--- config.mk ---
export PLATFORM = sky130hd
export DESIGN_NAME = prefix_ext
export DESIGN_NICKNAME = d
export VERILOG_FILES = /design/src/rtl/prefix_ext.sv
export SDC_FILE = /design/constraint.sdc
export NUM_CORES = 1
export LEC_CHECK = 0
export BUFFER_PORTS_ARGS = -buffer_cell sky130_fd_sc_hd__buf_2
export CAP_MARGIN = 20
export CORE_UTILIZATION = 28
export DETAILED_ROUTE_END_ITERATION = 12
export MAX_ROUTING_LAYER = met4
export PLACE_DENSITY = 0.66
export SLEW_MARGIN = 10
export SYNTH_ARGS = -nofsm -noshare
export SYNTH_HDL_FRONTEND = slang
export SYNTH_SLANG_ARGS = --single-unit
--- constraint.sdc ---
create_clock -name clk -period 1.7 [get_ports clk]
set_clock_uncertainty 0.1 [all_clocks]
set_input_delay 0.17 -clock clk [delete_from_list [all_inputs] [get_ports clk]]
set_output_delay 0.17 -clock clk [all_outputs]
set_load 0.02 [all_outputs]
--- src/rtl/prefix_ext.sv ---
module prefix_ext #(
  parameter int PFX_W    = 8,
  parameter int IMM_LO_W = 8,
  parameter int DST_LO_W = 3,
  parameter int SRC_LO_W = 4,
  localparam int OP_W    = PFX_W + IMM_LO_W,
  localparam int DST_W   = DST_LO_W + 1,
  localparam int SRC_W   = SRC_LO_W + 1
) (
  input  logic                clk,
  input  logic                rst,
  input  logic                stall,
  input  logic                pfx_wr,
  input  logic [1:0]          pfx_slot,
  input  logic [PFX_W-1:0]    pfx_data,
  input  logic [IMM_LO_W-1:0] imm_lo,
  input  logic [DST_LO_W-1:0] dst_lo,
  input  logic [SRC_LO_W-1:0] src_lo,
  output logic [OP_W-1:0]     operand,
  output logic [DST_W-1:0]    dst_idx,
  output logic [SRC_W-1:0]    src_idx,
  output logic                branch_abs
);

  logic [PFX_W-1:0] hold_byte;
  logic [1:0]       hold_slot;
  logic             hold_vld;

  always_ff @(posedge clk) begin
    if (rst) begin
      hold_byte <= '0;
      hold_slot <= '0;
      hold_vld  <= 1'b0;
    end else if (!stall) begin
      hold_byte <= pfx_wr ? pfx_data : '0;
      hold_slot <= pfx_wr ? pfx_slot : 2'b00;
      hold_vld  <= pfx_wr;
    end
  end

  assign operand    = {hold_byte, imm_lo};
  assign dst_idx    = {hold_slot[0], dst_lo};
  assign src_idx    = {hold_slot[1], src_lo};
  assign branch_abs = hold_vld;


  expire_chk: assert property (@(posedge clk) disable iff (rst)
    (!stall && !pfx_wr) |=> (!branch_abs && operand[OP_W-1:IMM_LO_W] == '0));


  load_chk: assert property (@(posedge clk) disable iff (rst)
    (!stall && pfx_wr) |=> (branch_abs && operand[OP_W-1:IMM_LO_W] == $past(pfx_data)));


  freeze_chk: assert property (@(posedge clk) disable iff (rst)
    stall |=> ($stable(hold_byte) && $stable(hold_slot) && $stable(branch_abs)));


  idle_chk: assert property (@(posedge clk) disable iff (rst)
    !branch_abs |-> (operand[OP_W-1:IMM_LO_W] == '0 && !dst_idx[DST_W-1] && !src_idx[SRC_W-1]));


  dst_ext_chk: assert property (@(posedge clk) disable iff (rst)
    (!stall && pfx_wr) |=> (dst_idx[DST_W-1] == $past(pfx_slot[0])));


  src_ext_chk: assert property (@(posedge clk) disable iff (rst)
    (!stall && pfx_wr) |=> (src_idx[SRC_W-1] == $past(pfx_slot[1])));

endmodule

==> results.toml, run 1 <==
[detailed_routing]
num_vias = 416
routedWlPerCell_um = 11.0
first_pass_iters = 4
route.antenna.remaining_nets = 0
viasPerCell = 4.33
drtIter0Drc = 3
wirelength_um = 1060
drcViolationCount = 0

[timing]
min_period_ns = 1.04
setup-violations-final = 0
worst_pin_slew_ns = 0.295
hold_viol = 0
drv_slew = 0
slew-limit-headroom = 0.803
fmax_mhz = 961
setup_tns_ns = 0
timing.hold.ws_ns = 0.0703
rsz0062_at_grt = "no"
fin_crit_sh = 0.612

[cells_and_area]
fillers = 191
area_growth_pct = 8.77
nets = 101
diodes = 0
final_area_um2 = 574
seq_area_um2 = 220
multi_input_area_um2 = 176
final_layout_size_suffix_gt1_frac = 0.380

[global_routing]
grt_pass1_wl_um = 1660
grt_pass1_vias = 396
grt_max_degree = 22
gr-total-overflow = 0
antenna_found_initial = 0
grt_use_total = 0.119

[critical_path]
critPathKind = "reg -> out"
start_kind = "flip-flop"
cp_max_fo = 2
critical_path_arrival_ns = 0.77
cpPeakStageDelay_ns = 0.34
rrSetupSlack_ns = 0.99
cp.required_ns = 1.43
cp_cell_sequence = "buf_2"
r2r_start = "branch_abs$_SDFFE_PP0N_"
path_delay_family = "flip-flops"
reg2regPathDepth = 2
worstReg2RegEnd = "branch_abs$_SDFFE_PP0N_"
path_buf_inv = 1
cp-end-kind = "output pin"
crit_slowest_cell = "dfxtp_1"

[clock_tree]
hold_buffers = 0
cts-root-buf = "clkbuf_4"
clock_sinks = 11
cts_made_buffers = 3
cts_resized = 0
path_clk_slew_ns = 0.07
post_cts_buffers = 0
clock_path_buffers = 2
cts_tree = "built"
worstSkewPairLatency_ns = 0.26
htree_levels = 1

[floorplanning]
core_um2 = 1750
initial_utilization = 0.303
die_width_um = 45.4
dieArea_um2 = 2060
die_h_um = 45.4
rows = 15
num_io_pins = 55

[placement]
place_congestion = 0.541
place_area_um2 = 548
io_buffer_count = 24

[yosys]
syn-num-nets = 91
yosys_warnings = 0
synth.distinct_cells = 9
syn_inst = 62
ys_ff_latch = 11
synth.yosys.seq_area_share = 0.417
syn-cell-area_um2 = 528
avgSynthCellArea_um2 = 8.52

[power]
power_mw = 0.516
p_sw_mw = 0.129
clkPwrFrac = 0.341
p_comb_frac = 0.131
p_leak_nw = 0.256
ir_drop_v = 0.000260
p_int_mw = 0.387
power_switching_share = 0.250
p_seq_frac = 0.528
power_density_nw_per_um2 = 899

[min_path]
min_path_cells = 3
hp-class = "in -> reg"
min_to = "hold_byte[3]$_SDFFE_PP0N_"
holdCritStartpoint = "pfx_data[3]"

[job]
drv_cap = 0

[run_status]
outcome = "complete, no violations"
-- synthesized netlist by cell type (all sizes together) --
master  instances  share of area
nor2            1         0.0071
mux2i           1          0.019
nand3b         10           0.14
clkbuf          1         0.0071
buf            18           0.24
dfxtp          11           0.42
nand2          10          0.071
a21oi          10          0.095
-- power by group through the flow --
stage               registers [mW]  logic [mW]  clock network, mW
finish                       0.273      0.0676              0.176
global route                 0.274      0.0745              0.193
CTS                          0.273      0.0681              0.179
detailed placement           0.279      0.0680                  0
global placement             0.279      0.0666                  0
floorplan                    0.292      0.0792                  0
-- per-layer routing --
metal / up-vias / global-route usage / wire, µm
li1: 207 / - / -
met1: 188 / 0.139 / 475
met2: 17 / 0.154 / 476
met3: 4 / 0.0476 / 95
met4: 0 / 0.103 / 9
met5: - / - / 0
-- cell type report --
cell class / count / area share
Sequential cell: 11 / 0.383
Clock buffer: 4 / 0.0458
Tap cell: 25 / 0.0545
Multi-Input combinational cell: 32 / 0.307
Timing Repair Buffer: 24 / 0.209
-- worst max path at each step --
stage,slack (ns),cells past startpoint,to,startpoint
2_1_floorplan,0.94,2,branch_abs$_SDFFE_PP0N_,branch_abs$_SDFFE_PP0N_
3_3_place_gp,0.80,3,branch_abs$_SDFFE_PP0N_,stall
3_5_place_dp,0.76,3,branch_abs$_SDFFE_PP0N_,stall
4_1_cts,0.66,1,branch_abs,branch_abs$_SDFFE_PP0N_
5_1_grt,0.62,1,src_idx[4],hold_slot[1]$_SDFFE_PP0N_
6_report,0.66,1,operand[8],hold_byte[0]$_SDFFE_PP0N_
-- metrics by stage --
stage,instances,util,worst slack (ns)
floorplan,62,-,0.939
finish,96,0.329,0.659
CTS,96,0.329,0.655
global placement,92,0.314,0.795
global route,96,0.329,0.619
detailed placement,92,0.314,0.765
-- sequential cells by signal, summed over array words and instances, names as in the netlist --
name,cells
hold_byte,8
branch_abs,1
hold_slot,2
-- cell families (layout without fill, tap and decap cells) --
logic type             count (synthesis)  after routing  synth area share
flip-flops                            11             11             0.417
AND/OR/NAND/NOR                       21             21             0.220
multiplexers                           1              1            0.0190
AO/OA/AOI/OAI                         10             10            0.0948
buffers and inverters                 19             28             0.249
-- placed cells by master (no fill, tap or decap), drive strengths merged --
cell type / count
dfxtp: 11
buf: 24
nand2: 10
nand3b: 10
nor2: 1
mux2i: 1
a21oi: 10
clkbuf: 4
Note: power is estimated with default switching activity, not from simulation.
==> run 2: changes to the inputs <==
==> constraint.sdc (replaced) <==
create_clock -name clk -period 1 [get_ports clk]
set_clock_uncertainty 0.1 [all_clocks]
set_input_delay 0.1 -clock clk [delete_from_list [all_inputs] [get_ports clk]]
set_output_delay 0.1 -clock clk [all_outputs]
set_load 0.02 [all_outputs]
==> results.toml, run 2 (synthesized netlist as in run 1, its figures left out) <==
[detailed_routing]
viasPerCell = 4.35
drcViolationCount = 0
route.antenna.remaining_nets = 0
wirelength_um = 1090
first_pass_iters = 4
routedWlPerCell_um = 10.9
num_vias = 435
drtIter0Drc = 2

[timing]
slew-limit-headroom = 0.803
worst_pin_slew_ns = 0.295
setup-violations-final = 0
fin_crit_sh = 0.971
min_period_ns = 0.971
drv_slew = 0
setup_tns_ns = 0
hold_viol = 0
fmax_mhz = 1030

[critical_path]
cp_cell_sequence = "buf_2"
r2r_start = "branch_abs$_SDFFE_PP0N_"
worstReg2RegEnd = "branch_abs$_SDFFE_PP0N_"
cp_max_fo = 2
path_delay_family = "flip-flops"
cpPeakStageDelay_ns = 0.34
start_kind = "flip-flop"
crit_slowest_cell = "dfxtp_1"
reg2regPathDepth = 2
cp-end-kind = "output pin"
cp.required_ns = 0.80
critPathKind = "reg -> out"
path_buf_inv = 1
critical_path_arrival_ns = 0.77
path_depth = 1
rrSetupSlack_ns = 0.29

[min_path]
min_to = "hold_byte[5]$_SDFFE_PP0N_"
min_path_cells = 3
hp-class = "in -> reg"
holdCritStartpoint = "pfx_data[5]"

[placement]
place_congestion = 0.541
io_buffer_count = 24
dp.cells = 92

[clock_tree]
worstSkewPairLatency_ns = 0.26
path_clk_slew_ns = 0.07
cts_made_buffers = 3
post_cts_buffers = 0
cts-root-buf = "clkbuf_4"
htree_levels = 1
clock_sinks = 11
cts_tree = "built"
clock_path_buffers = 2

[floorplanning]
die_width_um = 45.4
dieArea_um2 = 2060
die_h_um = 45.4
num_io_pins = 55
core_um2 = 1750
initial_utilization = 0.303
rows = 15

[cells_and_area]
multi_input_area_um2 = 176
regMostFlops = "hold_byte"
fillers = 190
diodes = 0
seq_area_um2 = 220
nets = 105
final_layout_size_suffix_gt1_frac = 0.360
mostFrequentLayoutCells = "buf_2, dfxtp_1, nand2_1, nand3b_1, a21oi_1"
area_growth_pct = 17.8
largest_register_ffs = 8
final_common_cell = "buf_2"
stdcell_count = 100

[power]
clkPwrFrac = 0.335
p_leak_nw = 0.273
p_seq_frac = 0.520
p_comb_frac = 0.145
power_density_nw_per_um2 = 1440
power_switching_share = 0.248
p_sw_mw = 0.222
ir_drop_v = 0.000448
p_int_mw = 0.671

[job]
drv_cap = 0

[global_routing]
grt_pass1_wl_um = 1680
grt_max_degree = 22
grt_pass1_vias = 402
grt_use_total = 0.120
gr-total-overflow = 0
antenna_found_initial = 0

[run_status]
outcome = "complete, no violations"
## run 2: changes by cell type in the layout (fill, tap and decap cells not counted)
cell,before,now
buf_2,24,21
dlygate4sd3_1,0,4
buf_4,0,3
## run 2: stage by stage
stage | power, mW | cell area, µm² | util | worst slack, ns | hold WS, ns
6_report | 0.893 | 622 | 0.356 | 0.0291 | 0.00124
3_3_place_gp | 0.587 | 548 | 0.314 | 0.165 | 0.100
3_5_place_dp | 0.590 | 548 | 0.314 | 0.135 | 0.100
2_1_floorplan | 0.630 | 528 | - | 0.239 | 0.0691
5_1_grt | 0.937 | 622 | 0.356 | -0.00240 | 0.00642
4_1_cts | 0.893 | 604 | 0.346 | 0.0253 | 0.00146
## run 2: routing by layer
| layer | global-route usage | share of wire |
|---|---|---|
| met4 | 0.103 | 0.0082 |
| met3 | 0.0476 | 0.084 |
| met5 | - | 0 |
| met1 | 0.141 | 0.45 |
| met2 | 0.154 | 0.46 |
## run 2: worst max path at each step
| stage | from | end | slack [ns] |
|---|---|---|---|
| finish | hold_byte[0]$_SDFFE_PP0N_ | operand[8] | 0.03 |
| global route | hold_slot[1]$_SDFFE_PP0N_ | src_idx[4] | -0.002 |
| CTS | branch_abs$_SDFFE_PP0N_ | branch_abs | 0.03 |
| detailed placement | stall | branch_abs$_SDFFE_PP0N_ | 0.13 |
| global placement | stall | branch_abs$_SDFFE_PP0N_ | 0.17 |
| floorplan | branch_abs$_SDFFE_PP0N_ | branch_abs$_SDFFE_PP0N_ | 0.24 |
## run 2: layout make-up
class                           count  area share
Timing Repair Buffer               28       0.270
Tap cell                           25      0.0503
Clock buffer                        4      0.0423
Sequential cell                    11       0.354
Multi-Input combinational cell     32       0.284
## run 2: repair_timing
item	in CTS	in global routing
hold endpoints to repair	3	1
resized for setup	0	3
setup endpoints to repair	0	3
hold buffers	3	1
## run 2: power groups by stage
stage	Clock, mW	Sequential (mW)	Combinational [mW]
finish	0.299	0.464	0.130
global route	0.328	0.466	0.143
CTS	0.305	0.464	0.125
detailed placement	0	0.474	0.116
global placement	0	0.474	0.113
floorplan	0	0.496	0.135
